==> config.mk <==
export PLATFORM = sky130hd
export DESIGN_NAME = pt_walker
export DESIGN_NICKNAME = d
export VERILOG_FILES = /design/src/rtl/pt_walker_pkg.sv /design/src/rtl/pt_walker_dp.sv /design/src/rtl/pt_walker_ctrl.sv /design/src/rtl/pt_walker.sv
export SDC_FILE = /design/constraint.sdc
export NUM_CORES = 1
export LEC_CHECK = 0
export CORE_UTILIZATION = 57
export CTS_CLUSTER_DIAMETER = 60
export DETAILED_ROUTE_END_ITERATION = 10
export DONT_BUFFER_PORTS = 1
export PLACE_DENSITY = 0.75
export RECOVER_POWER = 100
export SKIP_CTS_REPAIR_TIMING = 1
export SYNTH_ARGS = -nofsm -noshare
export SYNTH_HDL_FRONTEND = slang
export SYNTH_SLANG_ARGS = --single-unit
==> constraint.sdc <==
create_clock -name clk -period 2 [get_ports clk]
set_input_delay 0.3 -clock clk [delete_from_list [all_inputs] [get_ports clk]]
set_output_delay 0.3 -clock clk [all_outputs]
set_load 0.02 [all_outputs]
==> src/rtl/pt_walker_pkg.sv <==
package pt_walker_pkg;
  localparam int L1_W     = 10;
  localparam int L2_W     = 9;
  localparam int OFF_W    = 13;
  localparam int ADDR_W   = L1_W + L2_W + OFF_W;
  localparam int LEN_W    = L1_W + 1;
  localparam int FRAME_W  = ADDR_W - OFF_W;
  localparam int TBL_W    = ADDR_W - (L2_W + 2);
  localparam int VALID_BIT = 0;
  localparam int RD_BIT    = 1;
  localparam int WR_BIT    = 2;

  typedef enum logic [1:0] {
    F_NONE   = 2'd0,
    F_RANGE  = 2'd1,
    F_ABSENT = 2'd2,
    F_PROT   = 2'd3
  } fault_e;

  typedef struct packed {
    logic   capReq;
    logic   capL1;
    logic   selL2;
    logic   setRes;
    fault_e code;
  } ctl_t;

  typedef struct packed {
    logic rangeErr;
    logic entValid;
    logic permOk;
  } sts_t;
endpackage

==> src/rtl/pt_walker_dp.sv <==
module pt_walker_dp
  import pt_walker_pkg::*;
(
  input  logic              clk,
  input  logic              rstN,
  input  ctl_t              ctl,
  output sts_t              sts,
  input  logic [ADDR_W-1:0] reqAddr,
  input  logic              reqStore,
  input  logic              cfgWrEn,
  input  logic              cfgSel,
  input  logic [ADDR_W-1:0] cfgWrData,
  input  logic              privMode,
  output logic              privErr,
  output logic [ADDR_W-1:0] memRdAddr,
  input  logic [ADDR_W-1:0] memRdData,
  output logic [ADDR_W-1:0] respPhys,
  output logic [1:0]        respFault
);
  logic [ADDR_W-1:0] baseReg;
  logic [LEN_W-1:0]  lenReg;
  logic [ADDR_W-1:0] vaReg;
  logic              storeReg;
  logic [ADDR_W-1:0] l1AddrReg;
  logic [TBL_W-1:0]  tblReg;
  logic [ADDR_W-1:0] physReg;
  fault_e            faultReg;
  logic              privErrReg;

  logic [L1_W-1:0] p1In;
  logic [L2_W-1:0] p2Va;
  assign p1In = reqAddr[ADDR_W-1 -: L1_W];
  assign p2Va = vaReg[OFF_W +: L2_W];

  // configuration registers, gated by privilege
  always_ff @(posedge clk) begin
    if (!rstN) begin
      baseReg    <= '0;
      lenReg     <= '0;
      privErrReg <= 1'b0;
    end else begin
      privErrReg <= cfgWrEn && !privMode;
      if (cfgWrEn && privMode) begin
        if (cfgSel) lenReg  <= cfgWrData[LEN_W-1:0];
        else        baseReg <= cfgWrData;
      end
    end
  end

  // walk state captured on strobes from the control
  always_ff @(posedge clk) begin
    if (!rstN) begin
      vaReg     <= '0;
      storeReg  <= 1'b0;
      l1AddrReg <= '0;
      tblReg    <= '0;
      physReg   <= '0;
      faultReg  <= F_NONE;
    end else begin
      if (ctl.capReq) begin
        vaReg     <= reqAddr;
        storeReg  <= reqStore;
        l1AddrReg <= baseReg + ADDR_W'({p1In, 2'b00});
      end
      if (ctl.capL1)
        tblReg <= memRdData[ADDR_W-1 -: TBL_W];
      if (ctl.setRes) begin
        faultReg <= ctl.code;
        physReg  <= (ctl.code == F_NONE)
                    ? {memRdData[ADDR_W-1 -: FRAME_W], vaReg[OFF_W-1:0]}
                    : '0;
      end
    end
  end

  assign memRdAddr    = ctl.selL2 ? {tblReg, p2Va, 2'b00} : l1AddrReg;
  assign sts.rangeErr = {1'b0, p1In} >= lenReg;
  assign sts.entValid = memRdData[VALID_BIT];
  assign sts.permOk   = storeReg ? memRdData[WR_BIT] : memRdData[RD_BIT];

  assign respPhys  = physReg;
  assign respFault = faultReg;
  assign privErr   = privErrReg;

  // a refused write must not move either register
  a_r10_regs_hold: assert property (@(posedge clk) disable iff (!rstN)
    (cfgWrEn && !privMode) |=> ($stable(baseReg) && $stable(lenReg)));
  // a refused write is flagged on the next cycle
  a_r10_flag: assert property (@(posedge clk) disable iff (!rstN)
    (cfgWrEn && !privMode) |=> privErr);
  // a clean result keeps the page offset of the captured request
  a_r4_offset: assert property (@(posedge clk) disable iff (!rstN)
    (ctl.setRes && ctl.code == F_NONE) |=> (respPhys[OFF_W-1:0] == vaReg[OFF_W-1:0]));
endmodule

==> src/rtl/pt_walker_ctrl.sv <==
module pt_walker_ctrl
  import pt_walker_pkg::*;
(
  input  logic clk,
  input  logic rstN,
  input  logic reqValid,
  output logic reqReady,
  input  sts_t sts,
  output ctl_t ctl,
  output logic memRdReq,
  input  logic memRdAck,
  output logic respValid
);
  typedef enum logic [1:0] {S_IDLE, S_L1, S_L2, S_DONE} state_e;
  state_e state, nextState;

  always_comb begin
    ctl       = '0;
    ctl.code  = F_NONE;
    nextState = state;
    unique case (state)
      S_IDLE: begin
        if (reqValid) begin
          ctl.capReq = 1'b1;
          if (sts.rangeErr) begin
            ctl.setRes = 1'b1;
            ctl.code   = F_RANGE;
            nextState  = S_DONE;
          end else begin
            nextState = S_L1;
          end
        end
      end
      S_L1: begin
        if (memRdAck) begin
          if (!sts.entValid) begin
            ctl.setRes = 1'b1;
            ctl.code   = F_ABSENT;
            nextState  = S_DONE;
          end else begin
            ctl.capL1 = 1'b1;
            nextState = S_L2;
          end
        end
      end
      S_L2: begin
        ctl.selL2 = 1'b1;
        if (memRdAck) begin
          ctl.setRes = 1'b1;
          if (!sts.entValid)    ctl.code = F_ABSENT;
          else if (!sts.permOk) ctl.code = F_PROT;
          else                  ctl.code = F_NONE;
          nextState = S_DONE;
        end
      end
      S_DONE: nextState = S_IDLE;
      default: nextState = S_IDLE;
    endcase
  end

  always_ff @(posedge clk) begin
    if (!rstN) state <= S_IDLE;
    else       state <= nextState;
  end

  assign reqReady  = (state == S_IDLE);
  assign respValid = (state == S_DONE);
  assign memRdReq  = (state == S_L1) || (state == S_L2);

  // a pending read is held until acknowledged
  a_r12_req_held: assert property (@(posedge clk) disable iff (!rstN)
    (memRdReq && !memRdAck) |=> memRdReq);
  // the result strobe lasts one cycle and the walker is then free
  a_r11_resp_pulse: assert property (@(posedge clk) disable iff (!rstN)
    respValid |=> (!respValid && reqReady));
  // no acceptance while a result is being returned
  a_r11_busy: assert property (@(posedge clk) disable iff (!rstN)
    respValid |-> !reqReady);
  // out-of-range goes straight to the result without a read
  a_r5_no_read: assert property (@(posedge clk) disable iff (!rstN)
    (reqValid && reqReady && sts.rangeErr) |=> (respValid && !memRdReq));
  // an absent first-level entry ends the walk
  a_r6_stop: assert property (@(posedge clk) disable iff (!rstN)
    (state == S_L1 && memRdAck && !sts.entValid) |=> (respValid && !memRdReq));
endmodule

==> src/rtl/pt_walker.sv <==
module pt_walker
  import pt_walker_pkg::*;
(
  input  logic              clk,
  input  logic              rstN,
  input  logic              reqValid,
  output logic              reqReady,
  input  logic [ADDR_W-1:0] reqAddr,
  input  logic              reqStore,
  output logic              respValid,
  output logic [ADDR_W-1:0] respPhys,
  output logic [1:0]        respFault,
  output logic              memRdReq,
  output logic [ADDR_W-1:0] memRdAddr,
  input  logic              memRdAck,
  input  logic [ADDR_W-1:0] memRdData,
  input  logic              cfgWrEn,
  input  logic              cfgSel,
  input  logic [ADDR_W-1:0] cfgWrData,
  input  logic              privMode,
  output logic              privErr
);
  ctl_t ctl;
  sts_t sts;

  pt_walker_ctrl u_ctrl (
    .clk       (clk),
    .rstN      (rstN),
    .reqValid  (reqValid),
    .reqReady  (reqReady),
    .sts       (sts),
    .ctl       (ctl),
    .memRdReq  (memRdReq),
    .memRdAck  (memRdAck),
    .respValid (respValid)
  );

  pt_walker_dp u_dp (
    .clk       (clk),
    .rstN      (rstN),
    .ctl       (ctl),
    .sts       (sts),
    .reqAddr   (reqAddr),
    .reqStore  (reqStore),
    .cfgWrEn   (cfgWrEn),
    .cfgSel    (cfgSel),
    .cfgWrData (cfgWrData),
    .privMode  (privMode),
    .privErr   (privErr),
    .memRdAddr (memRdAddr),
    .memRdData (memRdData),
    .respPhys  (respPhys),
    .respFault (respFault)
  );

  // read address does not move while the read is pending
  a_r12_addr_stable: assert property (@(posedge clk) disable iff (!rstN)
    (memRdReq && !memRdAck) |=> $stable(memRdAddr));
endmodule

==> results.md <==
- Status: finished with violations
- Failing checks: hold timing, capacitance limit, slew limit, setup timing
- Post-synth top flop: dfxtp_1
- Total grt overflow: 0
- Count of cell types in the netlist: 53
- IO buf count: 0
- Worst R2R Path Depth: 9
- TritonCTS Buffers: 17
- First-pass GRT wire length: 27800 um
- Skew-Pair Late Insertion Delay: ~0.43 ns
- CTS Buffer Depth: 2
- CP max FO: 5
- ANT nets after route: 0
- Clk sinks: approximately 160
- Psw: about 0.0030 W
- Post-synthesis sequential area ratio: 0.448
- Critical path required time: 2.34 ns
- Post-Syn Area per Cell: 8.17 um2
- Setup ws final: -0.132 ns
- LEAKAGE: 3.07 nW
- Initial Util: 0.583
- Total negative slack: -2.95 ns
- HP Class: in -> reg
- Initial detailed-routing violation count: 543
- Largest net degree at the start of global routing: 109
- Final setup viols: 41
- Reg clk slew, reported paths: ~0.07 ns
- Vias per cell: around 6
- Synthesis-to-layout area growth: 19.1%
- Reg area: 3120 um2
- Peak supply drop: 0.740 mV
- I/O Pins: 174
- Std cell rows: 40
- Number of synthesized flops with an enable pin: 0
- Wire length per cell: about 18 um
- Minimum clock period: approximately 2.1 ns
- Switching Fraction: 0.324
- Footprint of the multi-input gates: 3840 um2
- Synthesized area: 6970 um2
- Vias in the first global route: about 5600
- Syn_nets: 984
- CTS H-tree depth: 4
- Clk network pwr share: 0.351
- Final Max Tran Viols: 33
- Max Cap Viol: 1
- Core ar.: 12000 um2
- Post-layout net count: between 1000 and 1500
- Vias post-DR: 6126
- Dominant cell type by area after synthesis: dfxtp_1
- TritonCTS clock tree: yes
- Clock skew: 0.0141 ns
- Clock root cell: clkbuf_16
- Yosys warns: 0
- FF+latch count, synth: 156
- Post-synthesis async set-or-reset flop share: 0
- DPL Wire Length: 12500 um
- Rel. slew slack: -0.191
- Internal Power: 0.00620 W
- Final Hold Slack: -0.00182 ns
- Synth top area cells: dfxtp_1 (45%), nand2_1 (11%), a21oi_1 (8.4%)
- Yosys top cell area share: 0.448
- Worst Max-Slew Pin Slew: 1.79 ns
- GRT Overall Usage: 0.280
- CP Class: reg -> reg
- Share of cells above drive strength 1: 0.168
- PD cells: 1110 nW/um2
- CP arrival: 2.47 ns
- Die Area: ~13000 um2
- Diode count: 0
- Hold Path Stages: 2
- Final period util: 1.07
- Drt pass-1 iters: 5
- Fin util: 0.694
- Comb pwr share: 0.252
- Die X: 113 um
- Final Hold Viols: 1
- RSZ-0062 raised after global routing: true
- Sequential Power Share: 0.396
- Final WL: ~19000 um
- DIE HEIGHT: between 100 and 150 um
- CP Launch Type: register
- Area after DPL: approximately 7400 um2
- Filler Cell Count: 994
- Critical path capture point type: register
- Residual DRC count: 0
- Routability Congestion: 0.855
- Post-route cell area: 8300 um2
- Antenna violations before repair: 0
- Syn Inst Count: 854
- Max Clk Rate: 469 MHz
[per-stage QoR]
step	worst slack (ns)	cells	power, W
floorplan	-0.102	854	0.00522
global placement	-0.204	989	0.00569
detailed placement	-0.286	989	0.00578
CTS	-0.285	1021	0.00899
global route	-0.199	1032	0.00957
finish	-0.132	1032	0.00918
[final timing paths]
kind / startpoint / to / slack (ns)
max: u_dp.baseReg[2]$_SDFFE_PN0P_ / u_dp.l1AddrReg[30]$_SDFFE_PN0P_ / -0.13
max reg2reg: u_dp.baseReg[2]$_SDFFE_PN0P_ / u_dp.l1AddrReg[30]$_SDFFE_PN0P_ / -0.13
min: cfgWrData[25] / u_dp.baseReg[25]$_SDFFE_PN0P_ / -0.002
min reg2reg: u_dp.lenReg[2]$_SDFFE_PN0P_ / u_dp.lenReg[2]$_SDFFE_PN0P_ / 0.45
[power by group through the flow]
| stage | clock, W | combinational (W) | sequential [W] |
|---|---|---|---|
| 6_report | 0.00322 | 0.00231 | 0.00364 |
| 5_1_grt | 0.00340 | 0.00250 | 0.00366 |
| 4_1_cts | 0.00327 | 0.00209 | 0.00363 |
| 3_5_place_dp | 0 | 0.00208 | 0.00369 |
| 3_3_place_gp | 0 | 0.00202 | 0.00367 |
| 2_1_floorplan | 0 | 0.00159 | 0.00363 |
[logic make-up (layout without fill, tap and decap cells)]
| kind of cell | Yosys count | count (layout) | share of synthesized area |
|---|---|---|---|
| simple gates | 327 | 328 | 0.202 |
| flops | 156 | 156 | 0.448 |
| compound gates | 219 | 220 | 0.189 |
| fa+ha+maj | 26 | 26 | 0.0477 |
| xor+xnor | 15 | 15 | 0.0188 |
| buf+inv | 79 | 108 | 0.0427 |
| mux | 32 | 32 | 0.0515 |
[critical path: stages, from the launching register on]
cell and delay (ns):
dfxtp_2 0.35, ha_4 0.14, inv_2 0.04, fa_2 0.36, nor2b_4 0.16, o31ai_4 0.10, a211o_4 0.39, and2_1 0.20
o21ai_0 0.14, nor3b_1 0.17
[sequential cells by signal (all words and copies together), names as in the netlist]
register,flops
u_dp.respFault,2
u_dp.lenReg,11
u_ctrl.state,2
u_dp.storeReg,1
u_dp.baseReg,32
u_dp.vaReg,22
u_dp.l1AddrReg,32
u_dp.tblReg,21
u_dp.privErr,1
u_dp.respPhys,32
[synth_stat cells, drive strengths merged (6+ instances only)]
master / number
inv: 25
nand3: 17
ha: 25
nand4: 7
o21ai: 20
clkbuf: 48
a31oi: 8
nor2: 58
nand2: 209
xnor2: 12
a22oi: 32
a21oi: 117
mux2: 31
nor3: 7
dfxtp: 156
a211oi: 13
a21o: 6
buf: 6
[cell usage in the layout, fill, tap and decap left out, drive strengths merged, types with 3 or more instances in the layout]
cell type,n
nor4,3
mux2,31
dlygate4sd3,6
clkinv,6
nand4,7
buf,39
or2,3
a21oi,117
and3,4
nor3b,3
ha,25
a31oi,8
xor2,3
a211o,5
clkinvlp,5
inv,25
o21ai,20
dfxtp,156
and2,3
nand2,209
nor2b,4
clkbuf,25
nor3,7
o31ai,3
nand3,17
xnor2,12
a21o,6
nor2,59
a22oi,32
a211oi,13
or3,4
[layer usage]
layer | vias up | routed length, um | track usage
met1 | 2910 | 8690 | 0.387
met4 | 0 | 242 | 0.108
met5 | - | 0 | 0
met2 | 222 | 8370 | 0.417
li1 | 2979 | - | -
met3 | 15 | 1240 | 0.0756
[layout make-up]
cell class | count | share of cell area
repair buffers | 51 | 0.0559
flip-flops and latches | 156 | 0.376
clock buffers | 19 | 0.0545
multi-input cells | 621 | 0.463
clock inverters | 13 | 0.0172
inverters | 25 | 0.0115
well taps | 147 | 0.0221
(Power assumes the default switching activity.)
